**src/rtl/wpt_chk_pkg.sv**
```systemverilog
package wpt_chk_pkg;

   localparam int N_RULES      = 10;
   localparam int IDX_TYPE     = 0;
   localparam int IDX_LINK     = 1;
   localparam int IDX_TAKEN    = 2;
   localparam int IDX_ALIGN    = 3;
   localparam int IDX_TGT_ZERO = 4;
   localparam int IDX_DBG      = 5;
   localparam int IDX_PROHIB   = 6;
   localparam int IDX_EXC      = 7;
   localparam int IDX_RST_PC   = 8;
   localparam int IDX_UNDER    = 9;

   typedef enum logic [2:0] {
      WT_DIRECT    = 3'b000,
      WT_INDIRECT  = 3'b001,
      WT_EXCEPT    = 3'b010,
      WT_BARRIER   = 3'b011,
      WT_DBG_ENTRY = 3'b100,
      WT_DBG_EXIT  = 3'b101,
      WT_RSVD6     = 3'b110,
      WT_RSVD7     = 3'b111
   } wpt_type_e;

   localparam logic [3:0] EXC_RESET = 4'b1000;

   function automatic logic exc_code_legal(input logic [3:0] code);
      logic ok;
      case (code)
         4'b0001, 4'b0010, 4'b0100, 4'b0101,
         4'b1000, 4'b1001, 4'b1010, 4'b1011,
         4'b1100, 4'b1110, 4'b1111: ok = 1'b1;
         default:                   ok = 1'b0;
      endcase
      return ok;
   endfunction

endpackage

```
**src/rtl/wpt_pend_counter.sv**
```systemverilog
module wpt_pend_counter
   import wpt_chk_pkg::*;
#(
   parameter int CNT_W    = 2,
   parameter int PEND_W   = 6,
   parameter bit SATURATE = 1'b1
) (
   input  logic               clk_i,
   input  logic               rst_ni,
   input  logic               valid_i,
   input  logic [CNT_W-1:0]   commit_i,
   input  logic               flush_i,
   output logic [PEND_W-1:0]  pending_o,
   output logic [N_RULES-1:0] viol_o
);

   localparam int          SUM_W    = PEND_W + 1;
   localparam logic [PEND_W-1:0] PEND_MAX = {PEND_W{1'b1}};

   logic [PEND_W-1:0] pend_q;
   logic [PEND_W-1:0] pend_d;
   logic [SUM_W-1:0]  up;
   logic [SUM_W-1:0]  cm;
   logic [SUM_W-1:0]  diff;
   logic              under;
   logic [PEND_W-1:0] capped;

   assign up    = {1'b0, pend_q} + {{PEND_W{1'b0}}, valid_i};
   assign cm    = SUM_W'(commit_i);
   assign under = cm > up;
   assign diff  = up - cm;

   generate
      if (SATURATE) begin : g_sat
         assign capped = diff[PEND_W] ? PEND_MAX : diff[PEND_W-1:0];
      end else begin : g_wrap
         logic unused_top;
         assign unused_top = diff[PEND_W];
         assign capped     = diff[PEND_W-1:0];
      end
   endgenerate

   always_comb begin
      if (flush_i || under) pend_d = '0;
      else                  pend_d = capped;
   end

   always_ff @(posedge clk_i) begin
      if (!rst_ni) pend_q <= '0;
      else         pend_q <= pend_d;
   end

   always_comb begin
      viol_o            = '0;
      viol_o[IDX_UNDER] = under && !flush_i;
   end

   assign pending_o = pend_q;

endmodule

```
**config.mk**
```make
export PLATFORM = sky130hd
export DESIGN_NAME = wpt_pend_counter
export DESIGN_NICKNAME = d
export VERILOG_FILES = /design/src/rtl/wpt_chk_pkg.sv /design/src/rtl/wpt_pend_counter.sv
export SDC_FILE = /design/constraint.sdc
export NUM_CORES = 1
export LEC_CHECK = 0
export BUFFER_PORTS_ARGS = -buffer_cell sky130_fd_sc_hd__buf_2
export CAP_MARGIN = 20
export CORE_UTILIZATION = 30
export CTS_CLUSTER_DIAMETER = 60
export CTS_CLUSTER_SIZE = 8
export DETAILED_ROUTE_END_ITERATION = 12
export PLACE_DENSITY = 0.57
export SYNTH_ARGS = -nofsm -noshare
export SYNTH_HDL_FRONTEND = slang
export SYNTH_SLANG_ARGS = --single-unit
```
**constraint.sdc**
```tcl
create_clock -name clk_i -period 4.05 [get_ports clk_i]
set_input_delay 0.2025 -clock clk_i [delete_from_list [all_inputs] [get_ports clk_i]]
set_output_delay 0.2025 -clock clk_i [all_outputs]
set_load 0.02 [all_outputs]
```
==> results.md, run 1 <==
* Via count of the first global-routing pass at 346
* Maximum VDD drop at 0.330 mV
* Worst Hold Path EP: pending_o[0]$_SDFF_PP0_
* CP required at 3850 ps
* Crit path launch type: register
* Largest stage delay, worst path at 400 ps
* Met3 routed wirelength at 69 um
* Clock Tree Root: clkbuf_4
* N_diodes at 0
* Clk_lat worst skew at 240 ps
* Layout cell share with drive strength beyond 1 at 0.247
* Synthesis Warnings at 0
* I/O Buffers at 12
* Clock transition at path regs at 40 ps
* Met2 wirelength from detailed routing at 407 um
* Setup_tns at 0 ps
* Die width at 42.9 um
* Register area share after synthesis at 0.239
* Post-route ant nets at 0
* Avg Vias per Cell at 4.67
* Synth Register Bits at 6
* Final period util at 0.637
* Post-Syn Area per Cell at 8.50 um^2
* Post-DP HPWL at 700 um
* Routed Wire Length at 877 um
* Hold Path Class: in2reg
* Initial drt markers at 14
* GRT Total Usage at 0.105
* Via Count at 416
* Final Max Tran Viols at 0
* H-tree Lvls at 1
* Cell taking the most area after synthesis: dfxtp_1
* Die H at 42.9 um
* Slowest stage cell, crit path: a211oi_1
* Syn Inst Count at 59
* Worst r2r src: pending_o[0]$_SDFF_PP0_
* TritonCTS Sinks at 6
* Wirelength per Cell at 9.85 um
* FILL cells at 171
* R2r endpoint: pending_o[0]$_SDFF_PP0_
* Synth unique cells at 21
* Largest cells by area after synthesis: dfxtp_1 24%, buf_4 13%, xor2_1 12%, ha_1 10%, a21oi_1 7.0%
* Achievable frequency at 388 MHz
* Largest net degree at the start of global routing at 8
* R2R depth at 7
* Most used cell along the critical path: ha_1
* Final min period at 2580 ps
* Initial Utilization at 0.325
* Share of the synthesized area in the top cell type at 0.239
* First-pass GRT wire length at 1410 um
* Utilization after layout at 0.368
* Drt first pass iters at 4
* CTS tree: yes
* Crit Path Category: reg2out
* Final hold vios at 0
* Post-cts gate resize count at 0
* Worst Skew at 7.59 ps
* Drc violations at 0
* Reg-to-reg slack, setup at 1740 ps
* P per Cell Area at 600 mW/mm^2
* Setup-failing EPs final at 0
* HP Start: commit_i[0]
* RSZ-0062 raised after global routing: false
* Post-synthesis cell area at 502 um^2
* Die ar. at 0.00184 mm^2
* GPL Wtd Cong at 0.756
* Synth-to-layout area growth at 13.0%
* Core box area at 0.00154 mm^2
* Clk buf depth at 2
* Setup bufs post-CTS at 0
* Worst-path fanout max at 4
* Fin nets at 86
* Hold path depth at 3
* CTS Hold Bufs at 0
* Cts bufs inserted at 3
* CP endpoint kind: output pin
* Leakage at 0.301 nW
* Status: finished clean
* # rows at 14
* Wl on met1 at 399 um
* Worst-path cell chain: ha_1 > ha_1 > ha_1 > a211oi_1 > and3_4 > nand3_1 > nor2_1 > buf_2
* Global route overflow at 0
* Max cap viols at 0
* Flip-flop count of the largest register after layout at 6
* Highest metal used: met3
* Initial antenna violation count at 0
* Arr. time, crit path at 2380 ps
* Num ports at 22
## where the power goes
group	switching [W]	total, W	internal, W
Clock	0.0000210	0.0000544	0.0000335
Sequential	0.0000216	0.0000968	0.0000753
Combinational	0.000109	0.000189	0.0000803
Total	0.000151	0.000340	0.000189
## through the flow
stage,hold WS (ps),setup WS [ps],cells,total power [W],instance area (um^2)
final,288,1470,89,0.000340,567
after global routing,306,1350,89,0.000369,567
after floorplan,407,1740,67,0.000248,532
after global placement,515,1780,86,0.000286,544
after detailed placement,532,1740,86,0.000284,544
after CTS,287,1480,89,0.000342,567
## worst max path at each step
| stage | from | endpoint | slack (ps) | depth (start not counted) |
|---|---|---|---|---|
| after global routing | pending_o[0]$_SDFF_PP0_ | viol_o[9] | 1350 | 8 |
| after global placement | valid_i | viol_o[9] | 1780 | 9 |
| after CTS | pending_o[0]$_SDFF_PP0_ | viol_o[9] | 1480 | 8 |
| after detailed placement | valid_i | viol_o[9] | 1740 | 9 |
| final | pending_o[0]$_SDFF_PP0_ | viol_o[9] | 1470 | 8 |
| after floorplan | pending_o[0]$_SDFF_PP0_ | viol_o[9] | 1740 | 7 |
## worst max-delay path, delay by kind of cell, from the launching register on
family | cells | cell delay (ps)
adders and majority gates | 3 | 840
and+or+nand+nor | 3 | 420
AOI/OAI and AO/OA | 1 | 400
DFF | 1 | 310
buffers and inverters | 1 | 160
## Yosys cell counts
cell,n
a211oi_1,1
a21oi_1,7
a311o_1,1
and3_1,1
and3_2,1
and3_4,1
buf_4,9
conb_1,1
dfxtp_1,6
fa_1,1
ha_1,4
inv_1,5
mux2_2,1
nand2_1,2
nand2b_1,1
nand3_1,4
nor2_1,2
nor4_1,1
or3_1,1
xnor2_1,2
xor2_1,7
## cell families after synthesis
kind of cell | Yosys count | synth area share
XOR/XNOR | 9 | 0.157
AO/OA/AOI/OAI | 9 | 0.105
other | 1 | 0.00747
flip-flops | 6 | 0.239
AND/OR/NAND/NOR | 14 | 0.157
multiplexers | 1 | 0.0224
adder cells (fa/ha/maj) | 5 | 0.140
buffers and inverters | 14 | 0.172
## final cells by class
class / instances / area (um^2) / area share
clock buffer: 3 / 22.5 / 0.0397
inverter: 5 / 18.8 / 0.0331
multi-input combinational: 47 / 325 / 0.574
sequential: 6 / 120 / 0.212
tap: 16 / 20.0 / 0.0353
timing repair buffer: 12 / 60.1 / 0.106
## metal layers
layer,global-route usage,vias up
li1,-,209
met1,0.130,186
met2,0.158,21
met3,0.0638,0
met4,0.0188,0
met5,0,-
## placed cells by master, fill, tap and decap left out, types with 2 or more instances in the layout
cell,count
buf_2,12
conb_1,9
dfxtp_1,6
xnor2_1,2
clkbuf_4,3
nand3_1,4
ha_1,4
nor2_1,2
nand2_1,2
xor2_1,7
inv_1,5
a21oi_1,7
Note: power is estimated with default switching activity, not from simulation.
==> inputs of run 2 (changes only) <==
==> constraint.sdc (replaced) <==
create_clock -name clk_i -period 2.6 [get_ports clk_i]
set_input_delay 0.13 -clock clk_i [delete_from_list [all_inputs] [get_ports clk_i]]
set_output_delay 0.13 -clock clk_i [all_outputs]
set_load 0.02 [all_outputs]
==> run 2 against run 1 <==
  * Global-route usage grew 0.25 points
  * Critical path type unchanged
  * Worst hold slack got worse by 100 ps
  * Via count fell by 1.2%
  * Routed wire length is 0.91% lower
  * Non-clock buffer count unchanged
  * Cell area grew 0.88%
  * Clock skew is essentially flat
==> results.md, run 2 (synthesis results as in run 1) <==
* Status: finished clean
* RSZ-0062 raised after global routing: false
* Area taken by multi-input logic gates at 330 um^2 (+1.5%)
* Die width at 42.9 um (unchanged)
* N_diodes at 0 (unchanged)
* Cts bufs inserted at 3 (unchanged)
* Final Max Tran Viols at 0 (unchanged)
* Avg Vias per Cell at 4.62 (-1.2%)
* CP required at 2470 ps (-1380 ps)
* Worst Skew at 7.20 ps (-0.396 ps)
* P per Cell Area at 945 mW/mm^2 (+57%)
* Setup WS pre-CTS at 323 ps (-1410 ps)
* Setup_tns at 0 ps (unchanged)
* Hold Path Class: in2reg
* Die H at 42.9 um (unchanged)
* Num ports at 22 (unchanged)
* CTS tree: yes
* Crit path buf inv count at 1 (unchanged)
* Leakage at 0.302 nW (+0.45%)
* Arr. time, crit path at 2270 ps (-110 ps)
* Via Count at 411 (-1.2%)
* Most frequent cells in the layout: 12 x buf_2, 9 x conb_1, 7 x xor2_1, 7 x a21oi_1, 6 x dfxtp_1
* Initial antenna violation count at 0 (unchanged)
* I/O Buffers at 12 (unchanged)
* Layout cell share with drive strength beyond 1 at 0.260 (+0.0137)
* Sequential Area at 120 um^2 (unchanged)
* Initial drt markers at 7 (-7)
* FILL cells at 160 (-6.4%)
* First-pass GRT wire length at 1440 um (+1.5%)
* # rows at 14 (unchanged)
* CP endpoint kind: output pin
* Clk buf depth at 2 (unchanged)
* Initial Utilization at 0.325 (unchanged)
* Largest net degree at the start of global routing at 8 (unchanged)
* Core box area at 0.00154 mm^2 (unchanged)
* Crit Path Category: reg2out
* Final hold vios at 0 (unchanged)
* Drc violations at 0 (unchanged)
* Post-route ant nets at 0 (unchanged)
* Worst r2r src: pending_o[0]$_SDFF_PP0_
* Worst-path fanout max at 4 (unchanged)
* CTS Hold Bufs at 0 (unchanged)
* Worst setup startpoint: pending_o[0]$_SDFF_PP0_
* Largest stage delay, worst path at 330 ps (-70 ps)
* Most used cell along the critical path: ha_1
* Synth-to-layout area growth at 14.0%
* GPL Wtd Cong at 0.780 (+3.2%)
* Post-DP HPWL at 672 um (-4.0%)
* Setup bufs post-CTS at 0 (unchanged)
* Final period util at 0.921
* Clock transition at path regs at 40 ps (about the same)
* Die ar. at 0.00184 mm^2 (unchanged)
* Final Power at 0.000541 W (+59%)
* Global route overflow at 0 (unchanged)
* Post-route setup slack at 205 ps (-1270 ps)
* HP Start: commit_i[0]
* Fin nets at 86 (unchanged)
* Routed Wire Length at 869 um (-0.91%)
* Via count of the first global-routing pass at 349 (+0.87%)
* GRT Total Usage at 0.108 (+0.00254)
* Drt first pass iters at 2 (-2)
* Setup-failing EPs final at 0 (unchanged)
* Max cap viols at 0 (unchanged)
* TritonCTS Sinks at 6 (unchanged)
* Commonest non-fill, non-tap cell in the layout: buf_2
* Achievable frequency at 417 MHz
* Worst-path cell chain: ha_1 > ha_1 > ha_1 > a211oi_2 > and3_4 > nand3_1 > nor2_1 > buf_2
* H-tree Lvls at 1 (unchanged)
* Crit path launch type: register
* Maximum VDD drop at 0.515 mV (+56%)
* Clk_lat worst skew at 250 ps (about the same)
* Slowest stage cell, crit path: ha_1
* Final min period at 2400 ps
* CP delay by family, top: adder cells
* Wirelength per Cell at 9.76 um (-0.91%)
* Clock Tree Root: clkbuf_4
* Flip-flop count of the largest register after layout at 6 (unchanged)
run 2: worst reg2reg max path, delay by kind of cell (launching register included):
kind                     cells  cell delay [ps]
AND/OR/NAND/NOR              1              250
AO/OA/AOI/OAI                3              670
flip-flops                   1              300
adder cells (fa/ha/maj)      3              840
run 2: final cells by class:
class                      count  area share
tap                           16      0.0350
clock buffer                   3      0.0394
sequential                     6       0.210
inverter                       5      0.0328
timing repair buffer          12       0.105
multi-input combinational     47       0.578
run 2: worst paths after layout:
kind	endpoint	depth (start not counted)	slack, ps
worst min-delay path	pending_o[0]$_SDFF_PP0_	3	180
worst min register to register	pending_o[4]$_SDFF_PP0_	2	640
worst max-delay path	viol_o[9]	8	200
worst max register to register	pending_o[1]$_SDFF_PP0_	7	410
run 2: stage by stage:
step                hold WS [ps]  area (um^2)  std cells   util
global route                 180          572         89  0.371
floorplan                    335          532         67      -
finish                       184          572         89  0.371
CTS                          181          567         89  0.368
global placement             438          544         86  0.353
detailed placement           441          544         86  0.353
run 2: where the power goes:
group           total, W  switching, W  internal, W
Combinational   0.000305      0.000175     0.000130
Clock          0.0000868     0.0000346    0.0000523
Sequential      0.000148     0.0000313     0.000117
run 2: layer usage:
| metal | part of all wire | vias to the layer above | GRT usage |
|---|---|---|---|
| met5 | 0 | - | 0 |
| met4 | 0 | 0 | 0.0188 |
| met3 | 0.075 | 0 | 0.0766 |
| met2 | 0.44 | 15 | 0.142 |
| met1 | 0.48 | 183 | 0.142 |
| li1 | - | 213 | - |
run 2: repair_timing:
item                                   4_1_cts  5_1_grt
resized for setup                            0        1
setup endpoints to repair                    0        1
endpoints found under the hold margin        0        0
